<file path="src/rtl/fpsr_pkg.sv">
package fpsr_pkg;

   localparam int REG_W    = 32;
   localparam int FLD_W    = 4;
   localparam int NUM_FLD  = REG_W / FLD_W;
   localparam int BSEL_W   = $clog2(REG_W);
   localparam int FSEL_W   = $clog2(NUM_FLD);
   localparam int POS_BASE = 32;

   // architected positions (big-endian numbering)
   localparam int P_SUM_ANY  = 32;
   localparam int P_SUM_EN   = 33;
   localparam int P_SUM_INV  = 34;
   localparam int P_OVF      = 35;
   localparam int P_UNF      = 36;
   localparam int P_DZ       = 37;
   localparam int P_INX      = 38;
   localparam int P_SNAN     = 39;
   localparam int P_INF_SUB  = 40;
   localparam int P_INF_DIV  = 41;
   localparam int P_ZERO_DIV = 42;
   localparam int P_INF_MUL  = 43;
   localparam int P_CMP_INV  = 44;
   localparam int P_FRND     = 45;
   localparam int P_FINX     = 46;
   localparam int P_CLS_TOP  = 47;
   localparam int P_CLS_END  = 51;
   localparam int P_SOFT     = 53;
   localparam int P_SQRT     = 54;
   localparam int P_CVI      = 55;
   localparam int P_EN_INV   = 56;
   localparam int P_EN_OVF   = 57;
   localparam int P_EN_UNF   = 58;
   localparam int P_EN_DZ    = 59;
   localparam int P_EN_INX   = 60;
   localparam int P_NONIEEE  = 61;

   localparam int CLS_W = P_CLS_END - P_CLS_TOP + 1;

   typedef enum logic [1:0] {
      OP_SET_BIT  = 2'd0,
      OP_CLR_BIT  = 2'd1,
      OP_FLD_MASK = 2'd2,
      OP_FLD_IMM  = 2'd3
   } fpsr_op_e;

   typedef struct packed {
      fpsr_op_e            op;
      logic [BSEL_W-1:0]   bitsel;
      logic [NUM_FLD-1:0]  fmask;
      logic [REG_W-1:0]    data;
      logic [FSEL_W-1:0]   fld;
      logic [FLD_W-1:0]    imm;
   } fpsr_cmd_t;

   function automatic int pidx(input int pos);
      return POS_BASE + REG_W - 1 - pos;
   endfunction

   function automatic logic [REG_W-1:0] pbit(input int pos);
      logic [REG_W-1:0] v;
      v = '0;
      v[pidx(pos)] = 1'b1;
      return v;
   endfunction

   localparam int IX_SUM_ANY = pidx(P_SUM_ANY);
   localparam int IX_SUM_EN  = pidx(P_SUM_EN);
   localparam int IX_SUM_INV = pidx(P_SUM_INV);
   localparam int IX_OVF     = pidx(P_OVF);
   localparam int IX_UNF     = pidx(P_UNF);
   localparam int IX_DZ      = pidx(P_DZ);
   localparam int IX_INX     = pidx(P_INX);
   localparam int IX_EN_INV  = pidx(P_EN_INV);
   localparam int IX_EN_OVF  = pidx(P_EN_OVF);
   localparam int IX_EN_UNF  = pidx(P_EN_UNF);
   localparam int IX_EN_DZ   = pidx(P_EN_DZ);
   localparam int IX_EN_INX  = pidx(P_EN_INX);
   localparam int IX_CLS_HI  = pidx(P_CLS_TOP);
   localparam int IX_CLS_LO  = pidx(P_CLS_END);

   // positions tied to zero
   localparam logic [REG_W-1:0] M_ZERO = pbit(P_INX) | pbit(P_SNAN) | pbit(P_CMP_INV)
                                       | pbit(P_FRND) | pbit(P_FINX);
   // invalid-operation causes
   localparam logic [REG_W-1:0] M_INV = pbit(P_INF_SUB) | pbit(P_INF_DIV) | pbit(P_ZERO_DIV)
                                      | pbit(P_INF_MUL) | pbit(P_SOFT) | pbit(P_SQRT)
                                      | pbit(P_CVI);
   // every sticky cause that may raise the any-exception latch
   localparam logic [REG_W-1:0] M_EXC = M_INV | pbit(P_OVF) | pbit(P_UNF) | pbit(P_DZ);

endpackage

</file>
<file path="src/rtl/fpsr_wrseq.sv">
module fpsr_wrseq
   import fpsr_pkg::*;
#(
   parameter int WR_CYCLES = 36
) (
   input  logic      clk,
   input  logic      rst_n,
   input  logic      req_valid,
   input  fpsr_cmd_t req_cmd,
   output logic      busy,
   output logic      commit,
   output fpsr_cmd_t cur_cmd
);

   localparam int CNT_W = (WR_CYCLES > 2) ? $clog2(WR_CYCLES) : 1;

   if (WR_CYCLES < 2) begin : g_bad_len
      $error("fpsr_wrseq: WR_CYCLES must be at least 2");
   end

   logic             busy_q;
   logic [CNT_W-1:0] cnt_q;
   fpsr_cmd_t        cmd_q;
   logic             accept;

   assign accept = req_valid && !busy_q;

   always_ff @(posedge clk) begin
      if (!rst_n) begin
         busy_q <= 1'b0;
         cnt_q  <= '0;
         cmd_q  <= '0;
      end else if (accept) begin
         busy_q <= 1'b1;
         cnt_q  <= CNT_W'(WR_CYCLES - 1);
         cmd_q  <= req_cmd;
      end else if (busy_q) begin
         if (cnt_q == '0) begin
            busy_q <= 1'b0;
         end else begin
            cnt_q <= cnt_q - 1'b1;
         end
      end
   end

   assign busy    = busy_q;
   assign commit  = busy_q && (cnt_q == '0);
   assign cur_cmd = cmd_q;

   AST_CMD_HELD: assert property (@(posedge clk) disable iff (!rst_n)
      busy_q |=> $stable(cmd_q));
   AST_BUSY_SPAN: assert property (@(posedge clk) disable iff (!rst_n)
      (busy_q && cnt_q != '0) |=> busy_q);
   AST_COMMIT_ENDS: assert property (@(posedge clk) disable iff (!rst_n)
      commit |=> !busy_q);

endmodule

</file>
<file path="src/rtl/fpsr_swmerge.sv">
module fpsr_swmerge
   import fpsr_pkg::*;
(
   input  logic [REG_W-1:0] cur,
   input  fpsr_cmd_t        cmd,
   output logic [REG_W-1:0] sw_val
);

   logic [REG_W-1:0] one_hot;
   logic [REG_W-1:0] mask_sel;
   logic [REG_W-1:0] imm_sel;
   logic [REG_W-1:0] imm_rep;

   assign one_hot = {1'b1, {(REG_W-1){1'b0}}} >> cmd.bitsel;
   assign imm_rep = {NUM_FLD{cmd.imm}};

   for (genvar f = 0; f < NUM_FLD; f++) begin : g_fld
      localparam int HI = REG_W - 1 - f * FLD_W;
      assign mask_sel[HI -: FLD_W] = {FLD_W{cmd.fmask[f]}};
      assign imm_sel[HI -: FLD_W]  = {FLD_W{cmd.fld == FSEL_W'(f)}};
   end

   always_comb begin
      sw_val = cur;
      case (cmd.op)
         OP_SET_BIT:  sw_val = cur | one_hot;
         OP_CLR_BIT:  sw_val = cur & ~one_hot;
         OP_FLD_MASK: sw_val = (cur & ~mask_sel) | (cmd.data & mask_sel);
         OP_FLD_IMM:  sw_val = (cur & ~imm_sel) | (imm_rep & imm_sel);
         default:     sw_val = cur;
      endcase
   end

endmodule

</file>
<file path="src/rtl/fpsr_hwmerge.sv">
module fpsr_hwmerge
   import fpsr_pkg::*;
(
   input  logic [REG_W-1:0] base,
   input  logic             upd_valid,
   input  logic [REG_W-1:0] upd_cause,
   input  logic [CLS_W-1:0] upd_cls,
   input  logic             upd_cmp,
   output logic [REG_W-1:0] merged
);

   always_comb begin
      merged = base;
      if (upd_valid) begin
         merged = merged | (upd_cause & M_EXC);
         if (!upd_cmp) begin
            merged[IX_CLS_HI:IX_CLS_LO] = upd_cls;
         end
      end
   end

endmodule

</file>
<file path="src/rtl/fpsr_summary.sv">
module fpsr_summary
   import fpsr_pkg::*;
#(
   parameter bit KEEP_NONIEEE = 1'b1
) (
   input  logic [REG_W-1:0] prev,
   input  logic [REG_W-1:0] raw,
   output logic [REG_W-1:0] nxt
);

   logic [REG_W-1:0] zero_m;
   logic [REG_W-1:0] clean;
   logic             new_exc;
   logic             inv_any;
   logic             en_any;

   if (KEEP_NONIEEE) begin : g_ni_store
      assign zero_m = M_ZERO;
   end else begin : g_ni_tie
      assign zero_m = M_ZERO | pbit(P_NONIEEE);
   end

   assign clean   = raw & ~zero_m;
   assign new_exc = |(clean & M_EXC & ~prev);
   assign inv_any = |(clean & M_INV);
   assign en_any  = (clean[IX_OVF] & clean[IX_EN_OVF])
                  | (clean[IX_UNF] & clean[IX_EN_UNF])
                  | (clean[IX_DZ]  & clean[IX_EN_DZ])
                  | (clean[IX_INX] & clean[IX_EN_INX])
                  | (inv_any       & clean[IX_EN_INV]);

   always_comb begin
      nxt             = clean;
      nxt[IX_SUM_ANY] = clean[IX_SUM_ANY] | new_exc;
      nxt[IX_SUM_INV] = inv_any;
      nxt[IX_SUM_EN]  = en_any;
   end

endmodule

</file>
<file path="src/rtl/fp_status_reg.sv">
module fp_status_reg
   import fpsr_pkg::*;
#(
   parameter int WR_CYCLES    = 36,
   parameter bit KEEP_NONIEEE = 1'b1
) (
   input  logic        clk,
   input  logic        rst_n,
   input  logic        cmd_valid,
   input  logic [1:0]  cmd_op,
   input  logic [4:0]  cmd_bit,
   input  logic [7:0]  cmd_fmask,
   input  logic [31:0] cmd_data,
   input  logic [2:0]  cmd_fld,
   input  logic [3:0]  cmd_imm,
   output logic        busy,
   input  logic        ar_valid,
   input  logic [31:0] ar_cause,
   input  logic [4:0]  ar_cls,
   input  logic        ar_cmp,
   output logic [31:0] rd_data
);

   if (REG_W != 32 || NUM_FLD != 8 || CLS_W != 5) begin : g_bad_shape
      $error("fp_status_reg: port widths do not match the package layout");
   end

   fpsr_cmd_t        cmd_in;
   fpsr_cmd_t        cmd_cur;
   logic             commit;
   logic [REG_W-1:0] reg_q;
   logic [REG_W-1:0] sw_val;
   logic [REG_W-1:0] base;
   logic [REG_W-1:0] merged;
   logic [REG_W-1:0] nxt;

   always_comb begin
      cmd_in.op     = fpsr_op_e'(cmd_op);
      cmd_in.bitsel = cmd_bit;
      cmd_in.fmask  = cmd_fmask;
      cmd_in.data   = cmd_data;
      cmd_in.fld    = cmd_fld;
      cmd_in.imm    = cmd_imm;
   end

   fpsr_wrseq #(.WR_CYCLES(WR_CYCLES)) u_wrseq (
      .clk       (clk),
      .rst_n     (rst_n),
      .req_valid (cmd_valid),
      .req_cmd   (cmd_in),
      .busy      (busy),
      .commit    (commit),
      .cur_cmd   (cmd_cur)
   );

   fpsr_swmerge u_swmerge (
      .cur    (reg_q),
      .cmd    (cmd_cur),
      .sw_val (sw_val)
   );

   assign base = commit ? sw_val : reg_q;

   fpsr_hwmerge u_hwmerge (
      .base      (base),
      .upd_valid (ar_valid),
      .upd_cause (ar_cause),
      .upd_cls   (ar_cls),
      .upd_cmp   (ar_cmp),
      .merged    (merged)
   );

   fpsr_summary #(.KEEP_NONIEEE(KEEP_NONIEEE)) u_summary (
      .prev (reg_q),
      .raw  (merged),
      .nxt  (nxt)
   );

   always_ff @(posedge clk) begin
      if (!rst_n) begin
         reg_q <= '0;
      end else begin
         reg_q <= nxt;
      end
   end

   assign rd_data = reg_q;

   AST_HARD_ZERO: assert property (@(posedge clk) disable iff (!rst_n)
      (reg_q & M_ZERO) == '0);
   AST_QUIET_HOLD: assert property (@(posedge clk) disable iff (!rst_n)
      (!commit && !ar_valid) |=> $stable(reg_q));
   AST_INV_SUMMARY: assert property (@(posedge clk) disable iff (!rst_n)
      reg_q[IX_SUM_INV] == |(reg_q & M_INV));
   AST_ANY_RISE: assert property (@(posedge clk) disable iff (!rst_n)
      (|(reg_q & M_EXC & ~$past(reg_q))) |-> reg_q[IX_SUM_ANY]);
   AST_CMP_KEEPS_CLASS: assert property (@(posedge clk) disable iff (!rst_n)
      (ar_valid && ar_cmp && !commit) |=> $stable(reg_q[IX_CLS_HI:IX_CLS_LO]));

endmodule

</file>
<file path="config.mk">
export PLATFORM = sky130hd
export DESIGN_NAME = fp_status_reg
export DESIGN_NICKNAME = d
export VERILOG_FILES = /design/src/rtl/fpsr_pkg.sv /design/src/rtl/fpsr_wrseq.sv /design/src/rtl/fpsr_swmerge.sv /design/src/rtl/fpsr_hwmerge.sv /design/src/rtl/fpsr_summary.sv /design/src/rtl/fp_status_reg.sv
export SDC_FILE = /design/constraint.sdc
export NUM_CORES = 1
export LEC_CHECK = 0
export BUFFER_PORTS_ARGS = -buffer_cell sky130_fd_sc_hd__buf_2
export CELL_PAD_IN_SITES_DETAIL_PLACEMENT = 1
export CELL_PAD_IN_SITES_GLOBAL_PLACEMENT = 1
export CORE_MARGIN = 2
export CORE_UTILIZATION = 37
export CTS_CLUSTER_SIZE = 30
export DETAILED_ROUTE_END_ITERATION = 10
export GPL_ROUTABILITY_DRIVEN = 0
export PLACE_DENSITY_LB_ADDON = 0.05
export SLEW_MARGIN = 40
export SYNTH_ARGS = -nofsm -noshare
export SYNTH_HDL_FRONTEND = slang
export SYNTH_SLANG_ARGS = --single-unit
export TNS_END_PERCENT = 10
</file>
<file path="constraint.sdc">
create_clock -name clk -period 3.2 [get_ports clk]
set_input_delay 0.32 -clock clk [delete_from_list [all_inputs] [get_ports clk]]
set_output_delay 0.32 -clock clk [all_outputs]
set_load 0.02 [all_outputs]
</file>
# Word level (Yosys, flattened, before mapping)
# Index checks and enable logic that the tools add are counted.
[word_totals]
ff_bits = 93
wordCells = 70
output_inout_bits = 33
[op_classes]
n_bitwise = 24
n_reduce_logical = 12
eq_ne = 11
add_sub_neg = 1
n_shift = 1
mux = 10
[op_table]
columns = ["op", "n"]
rows = [
  ["bitwise AND 32 bit", 5],
  ["inverter 32 bit", 4],
  ["case mux 32 bit (4 select lines)", 1],
  ["OR 32 bit", 3],
  ["2-to-1 mux 32 bit", 2],
  ["bitwise AND 29 x 32 -> 32 bit", 1],
  ["OR 32 x 29 -> 32 bit", 1],
  ["OR reduction 32 bit", 1],
  ["right shift 32 x 5 -> 32 bit (first input constant)", 1],
  ["2-to-1 mux 6 bit", 3],
  ["== test 3 bit (second input constant)", 4],
  ["OR reduction 7 bit", 1],
  ["== test 3 x 2 -> 1 bit (second input constant)", 2],
  ["zero test 6 bit", 1],
  ["subtractor 6 x 1 -> 6 bit (second input constant)", 1],
  ["2-to-1 mux 5 bit", 1],
  ["bitwise AND 1 bit", 4],
  ["== test 2 bit (second input constant)", 2],
  ["OR 1 bit", 4],
  ["AND reduction 2 bit", 2],
  ["== test 3 x 1 -> 1 bit (second input constant)", 1],
  ["zero test 3 bit", 1],
  ["2-to-1 mux 1 bit", 3],
  ["== test 2 x 1 -> 1 bit (second input constant)", 1],
  ["other kinds (7)", 9],
]

# Logic depth before layout (Yosys ltp)
[logic_depth]
ltp_word = 13
depth_mapped = 10
ltp_nobuf = 8

# Hierarchy
# Synthesis repeated with hierarchy kept, for this count alone.
[hier_totals]
hier_cells = 751
area_unflattened_um2 = 6431.2
[modules_own_cells]
columns = ["mod", "seq_area_each_um2", "instances", "area_each_um2", "cells_each"]
rows = [
  ["fpsr_wrseq", 1221.2, 1, 2233.4, 279],
  ["fpsr_swmerge", 0.0, 1, 2152.1, 284],
  ["fp_status_reg", 640.6, 1, 1396.3, 103],
  ["fpsr_summary", 0.0, 1, 352.8, 51],
  ["fpsr_hwmerge", 0.0, 1, 296.5, 34],
]

# Least setup slack after synthesis
# Ideal clock, no wire load.
[synth_timing]
path_kind = "reg2reg"
startpoint = "register u_wrseq.cmd_q, in the netlist u_wrseq.cur_cmd[4]"
endpoint = "register reg_q[30] (netlist: rd_data[30])"
path_stages_with_launch = 9
t_arrival_ps = 2094
path_slack_ps = 987
t_required_ps = 3080
cell_sequence = "dfxtp_1 -> buf_2 -> nor3b_1 -> mux2_1 -> a211o_1 -> o22ai_1 -> nand2_1 -> a22o_1 -> a211o_1"
[synth_between]
elab_chain_cells = 12
word_cells_on_any_way = 21
cone_classes = "4 x eq/ne; 3 x mux; 12 x bitwise; 2 x reduce/logical"
[synth_rtl]
columns = ["element", "line", "text"]
rows = [
  ["start, declared", "fpsr_wrseq.sv:23", "fpsr_cmd_t cmd_q;"],
  ["start signal, assigned", "fpsr_wrseq.sv:36", "cmd_q <= req_cmd;"],
  ["== test 3 bit, or another cell as far along", "fpsr_swmerge.sv:20", "assign imm_sel[HI -: FLD_W] = {FLD_W{cmd.fld == FSEL_W'(f)}};"],
  ["inverter 32 bit", "fpsr_swmerge.sv:29", "OP_FLD_IMM: sw_val = (cur & ~imm_sel) | (imm_rep & imm_sel);"],
  ["bitwise AND 32 bit", "fpsr_swmerge.sv:29", ""],
  ["OR 32 bit (*)", "fpsr_swmerge.sv:29", ""],
  ["case mux 32 bit (4 select lines) (*)", "fpsr_swmerge.sv:25", "case (cmd.op)"],
  ["2-to-1 mux 32 bit (*)", "fp_status_reg.sv:62", "assign base = commit ? sw_val : reg_q;"],
  ["OR 32 x 29 -> 32 bit", "fpsr_hwmerge.sv:15", "merged = merged | (upd_cause & M_EXC);"],
  ["2-to-1 mux 32 bit (*)", "fpsr_hwmerge.sv:14", "if (upd_valid) begin"],
  ["bitwise AND 1 bit, on equally long branches", "fpsr_summary.sv:26, fpsr_summary.sv:27", ""],
  ["OR 1 bit", "fpsr_summary.sv:27", "| (clean[IX_UNF] & clean[IX_EN_UNF])"],
  ["OR 1 bit", "fpsr_summary.sv:28", "| (clean[IX_DZ] & clean[IX_EN_DZ])"],
  ["OR 1 bit (*)", "fpsr_summary.sv:30", "| (inv_any & clean[IX_EN_INV]);"],
  ["end signal, assigned", "fp_status_reg.sv:83", "reg_q <= nxt;"],
  ["end, declared", "fp_status_reg.sv:31", "logic [REG_W-1:0] reg_q;"],
]
# Every way passes the cells marked *; elsewhere a longest branch is shown, timed or not.
# A chain may end at the register's enable or synchronous reset.

# Final worst setup path
[layout_timing]
startpoint = "register u_wrseq.cmd_q, in the netlist u_wrseq.cur_cmd[4]"
endpoint = "register reg_q[31] (netlist: rd_data[31])"
[layout_between]
elab_chain_cells = 11
word_cells_on_any_way = 15
cone_classes = "3 x eq/ne; 3 x mux; 7 x bitwise; 2 x reduce/logical"
[layout_rtl]
columns = ["element", "line", "text"]
rows = [
  ["== test 3 bit, or another cell as far along", "fpsr_swmerge.sv:20", ""],
  ["inverter 32 bit", "fpsr_swmerge.sv:29", ""],
  ["bitwise AND 32 bit", "fpsr_swmerge.sv:29", ""],
  ["OR 32 bit (*)", "fpsr_swmerge.sv:29", ""],
  ["case mux 32 bit (4 select lines) (*)", "fpsr_swmerge.sv:25", ""],
  ["2-to-1 mux 32 bit (*)", "fp_status_reg.sv:62", ""],
  ["OR 32 x 29 -> 32 bit", "fpsr_hwmerge.sv:15", ""],
  ["2-to-1 mux 32 bit (*)", "fpsr_hwmerge.sv:14", ""],
  ["bitwise AND 29 x 32 -> 32 bit", "fpsr_summary.sv:24", "assign new_exc = |(clean & M_EXC & ~prev);"],
  ["OR reduction 32 bit", "fpsr_summary.sv:24", ""],
  ["OR 1 bit (*)", "fpsr_summary.sv:34", "nxt[IX_SUM_ANY] = clean[IX_SUM_ANY] | new_exc;"],
]
# Marked as above.

==> summary.md <==
| Metric | Value |
|---|---|
| Status | finished, final reports clean |
| Worst Hold Class | input port to flop |
| Register area share after synthesis | 0.3469 |
| Post-synthesis instance total | 638 |
| Crit-path cells | nor3b_1 > mux2_1 > a211o_1 > a32oi_1 > o221ai_1 > nor4_1 > a21oi_1 |
| R2R setup slack | 0.40 ns |
| Final Net Count | between 800 and 900 |
| IO Port Bufs | 94 |
| Pleak | 2.215 nW |
| Reg2reg end | rd_data[31] |
| Starting Density | 0.3750 |
| Worst Reg-to-Reg Cells | 7 |
| WL/cell | about 19 µm |
| EDFF count, synth | 0 |
| Largest net degree at the start of global routing | roughly 50 |
| Final Hold Viols | 0 |
| Overflow after GRT | 0 |
| CP max stage cell | dfxtp_1 |
| Slew Limit Fails | 0 |
| CTS Buffer Depth | 2 |
| Syn Area/Cell | between 7 and 8 µm² |
| Core area | ~12,000 µm² |
| #FFs+latches synth | 81 |
| Critical path type | flop to flop |
| Minimum clock period after layout | 2.796 ns |
| Initial antenna violation count | 0 |
| Final Setup Violations | 0 |
| Yosys warns | 0 |
| Slowest stage delay, CP | roughly 0.62 ns |
| Rows | 41 |
| CTS tree | yes |
| WL final | 16,820 µm |
| Total track usage | 0.2584 |
| Die area | 13,550 µm² |
| Share of cells above drive strength 1 | 0.1983 |
| P&R area growth vs syn | 19.43% |
| Asr flop ratio synth | 0 |
| Cell Area, Synth | 4674 µm² |
| Critical Path Source Type | flop |
| Max VDD drop | between 0.0002 and 0.0003 V |
| CTS root buffer | clkbuf_16 |
| Num ports | about 130 |
| Clock slew at reported path FFs | roughly 0.060 ns |
| PwrDens | 519.1 nW/µm² |
| Detail Route Antenna Nets | 0 |
| Vias per cell | 5.582 |
| Crit path depth | 7 |
| CP arrival | approximately 3 ns |
| Cts repair resizes | 0 |
| Max frequency | 357.6 MHz |
| Reg2reg start | u_wrseq.cur_cmd[4] |
| Worst Tran Pin Value | 0.7521 ns |
| Buffers & Inverters on Critical Path | 0 |
| Clock Sinks | 81 |
| CTS Buf Count | 9 |
| Worst setup margin | 0.4037 ns |
| Final worst-path cycle share | 0.8738 |
| First-pass GRT wire length | approximately 27,000 µm |
| Placed Cells | 873 |
| Setup bufs post-CTS | 0 |
| Post-place setup slack | 0.5319 ns |
| Max Cap Viol | 0 |
| Non-filler cells, final | 888 |
| CP Max Fanout | 9 |
| Clk Latency, worst-skew pair | around 0.35 ns |
| Critical Path End Type | flop |
| Die H | 116.4 µm |
| Post-DP HPWL | 12,420 µm |
| Via count | around 5,000 |
| CTS Hold Bufs | 0 |
| Antenna diodes | 0 |
| Post-synth cell types | 64 |
| CP required | 3.41 ns |
| Vias in the first global route | 4,884 |
| First-pass DRT Iterations | 4 |
| Cell family with most CP delay | compound AO/OA/AOI/OAI gates |
| RSZ-0062 raised after global routing | no |
| Die Wd | roughly 120 µm |
| DRT iter0 DRCs | roughly 230 |
| Worst setup endpoint | rd_data[31] |
| Final routed DRC violation total | 0 |
| Post-route clock skew | 0.005589 ns |
| Ys flop type | dfxtp_1 |
| Slew headroom | 0.4974 |
| Setup TNS | 0 ns |
| CP startpoint | u_wrseq.cur_cmd[4] |
| H-tree depth | 3 |
[worst reg2reg max path: cells and delay by family, from the launching register on]
family | cells | cell delay (ns)
simple gates | 2 | 0.80
mux | 1 | 0.37
flops | 1 | 0.62
compound gates | 4 | 0.89
[area by class of cell]
type	count	area (µm²)
Clock inverter	3	65.06
Timing Repair Buffer	112	605.6
Tap cell	172	215.2
Sequential cell	81	1622
Clock buffer	12	246.5
Inverter	12	45.04
Fill cell	1602	6883
Multi-Input combinational cell	496	2784
[worst min-delay path by stage]
stage / slack [ns] / to / from / depth (start not counted)
after floorplan: 0.43 / u_wrseq.cur_cmd[33] / u_wrseq.cur_cmd[33] / 2
after global placement: 0.44 / u_wrseq.cur_cmd[29] / u_wrseq.cur_cmd[29] / 2
after detailed placement: 0.45 / u_wrseq.cur_cmd[33] / u_wrseq.cur_cmd[33] / 2
after CTS: 0.20 / u_wrseq.cur_cmd[41] / cmd_fmask[2] / 3
after global routing: 0.21 / u_wrseq.cur_cmd[27] / cmd_data[20] / 3
final: 0.21 / u_wrseq.cur_cmd[3] / cmd_imm[3] / 3
[synthesized netlist by cell type, types with 3 or more instances]
cell	n	area (µm²)
a221oi_1	8	70.07
nand3_1	11	55.05
o221ai_1	4	35.03
a2bb2oi_1	3	26.28
dfxtp_1	81	1622
nand3b_1	4	30.03
mux2i_1	25	250.2
buf_1	4	15.01
buf_4	6	45.04
o211ai_1	9	67.56
nor3_1	14	70.07
o21ai_1	4	20.02
buf_2	8	40.04
a32oi_1	3	26.28
o31ai_1	5	37.54
and2_1	4	25.02
o21bai_1	6	45.04
nand2b_1	5	31.28
inv_1	11	41.29
nand2_1	133	499.2
clkbuf_1	33	123.9
a31oi_1	6	37.54
or2_2	4	25.02
a21oi_1	88	440.4
nor2_1	44	165.2
mux2_2	7	78.83
o21ai_0	39	195.2
nor3b_1	4	30.03
a211oi_1	7	52.55
o22ai_1	8	50.05
nor2b_1	5	31.28
xor2_1	3	26.28
[metrics by stage]
stage | area, µm² | power, mW | hold slack [ns] | util
2_1_floorplan | 4690 | 1.572 | 0.4312 | -
3_3_place_gp | 5271 | 1.771 | 0.4440 | 0.4229
3_5_place_dp | 5271 | 1.791 | 0.4488 | 0.4229
4_1_cts | 5583 | 2.915 | 0.1973 | 0.4479
5_1_grt | 5583 | 3.040 | 0.2076 | 0.4479
6_report | 5583 | 2.898 | 0.2054 | 0.4479
[state kept, by name (all words and copies together), names as in the netlist]
signal,count
u_wrseq.cnt_q,6
u_wrseq.busy,1
u_wrseq.cur_cmd,47
rd_data,27
[cell families (layout without fill, tap and decap cells)]
| kind of cell | Yosys count | after routing | synth area share |
|---|---|---|---|
| AO/OA/AOI/OAI | 209 | 209 | 0.2741 |
| XOR/XNOR | 4 | 4 | 0.007496 |
| adder cells (fa/ha/maj) | 2 | 2 | 0.005352 |
| buffers and inverters | 65 | 139 | 0.06236 |
| flip-flops | 81 | 81 | 0.3469 |
| multiplexers | 33 | 33 | 0.07281 |
| other | 1 | 5 | 0.0008022 |
| AND/OR/NAND/NOR | 243 | 243 | 0.2302 |
[metal layers]
| layer | wire [µm] | global-route usage |
|---|---|---|
| met1 | 7683 | 0.3382 |
| met2 | 7800 | 0.4202 |
| met3 | 887 | 0.04048 |
| met4 | 445 | 0.1175 |
| met5 | 0 | 0 |
[cell usage in the layout (no fill, tap or decap), types with 8 or more instances in the layout]
cell type  netlist  routed
nor3_1          14      14
a21oi_1         88      88
clkbuf_16        0       9
nor2_1          44      44
mux2i_1         25      25
dfxtp_1         81      81
o21ai_0         39      39
buf_4            6      18
a221oi_1         8       8
o22ai_1          8       8
nand3_1         11      11
o211ai_1         9       9
nand2_1        133     133
buf_2            8      94
inv_1           11      11
[power breakdown]
group / leakage (nW) / internal, mW / switching [mW]
logic: 1.40 / 0.229 / 0.359
registers: 0.666 / 1.08 / 0.106
clock network: 0.153 / 0.700 / 0.422
total: 2.21 / 2.01 / 0.887
No activity file was read; power rests on OpenSTA's default activity.
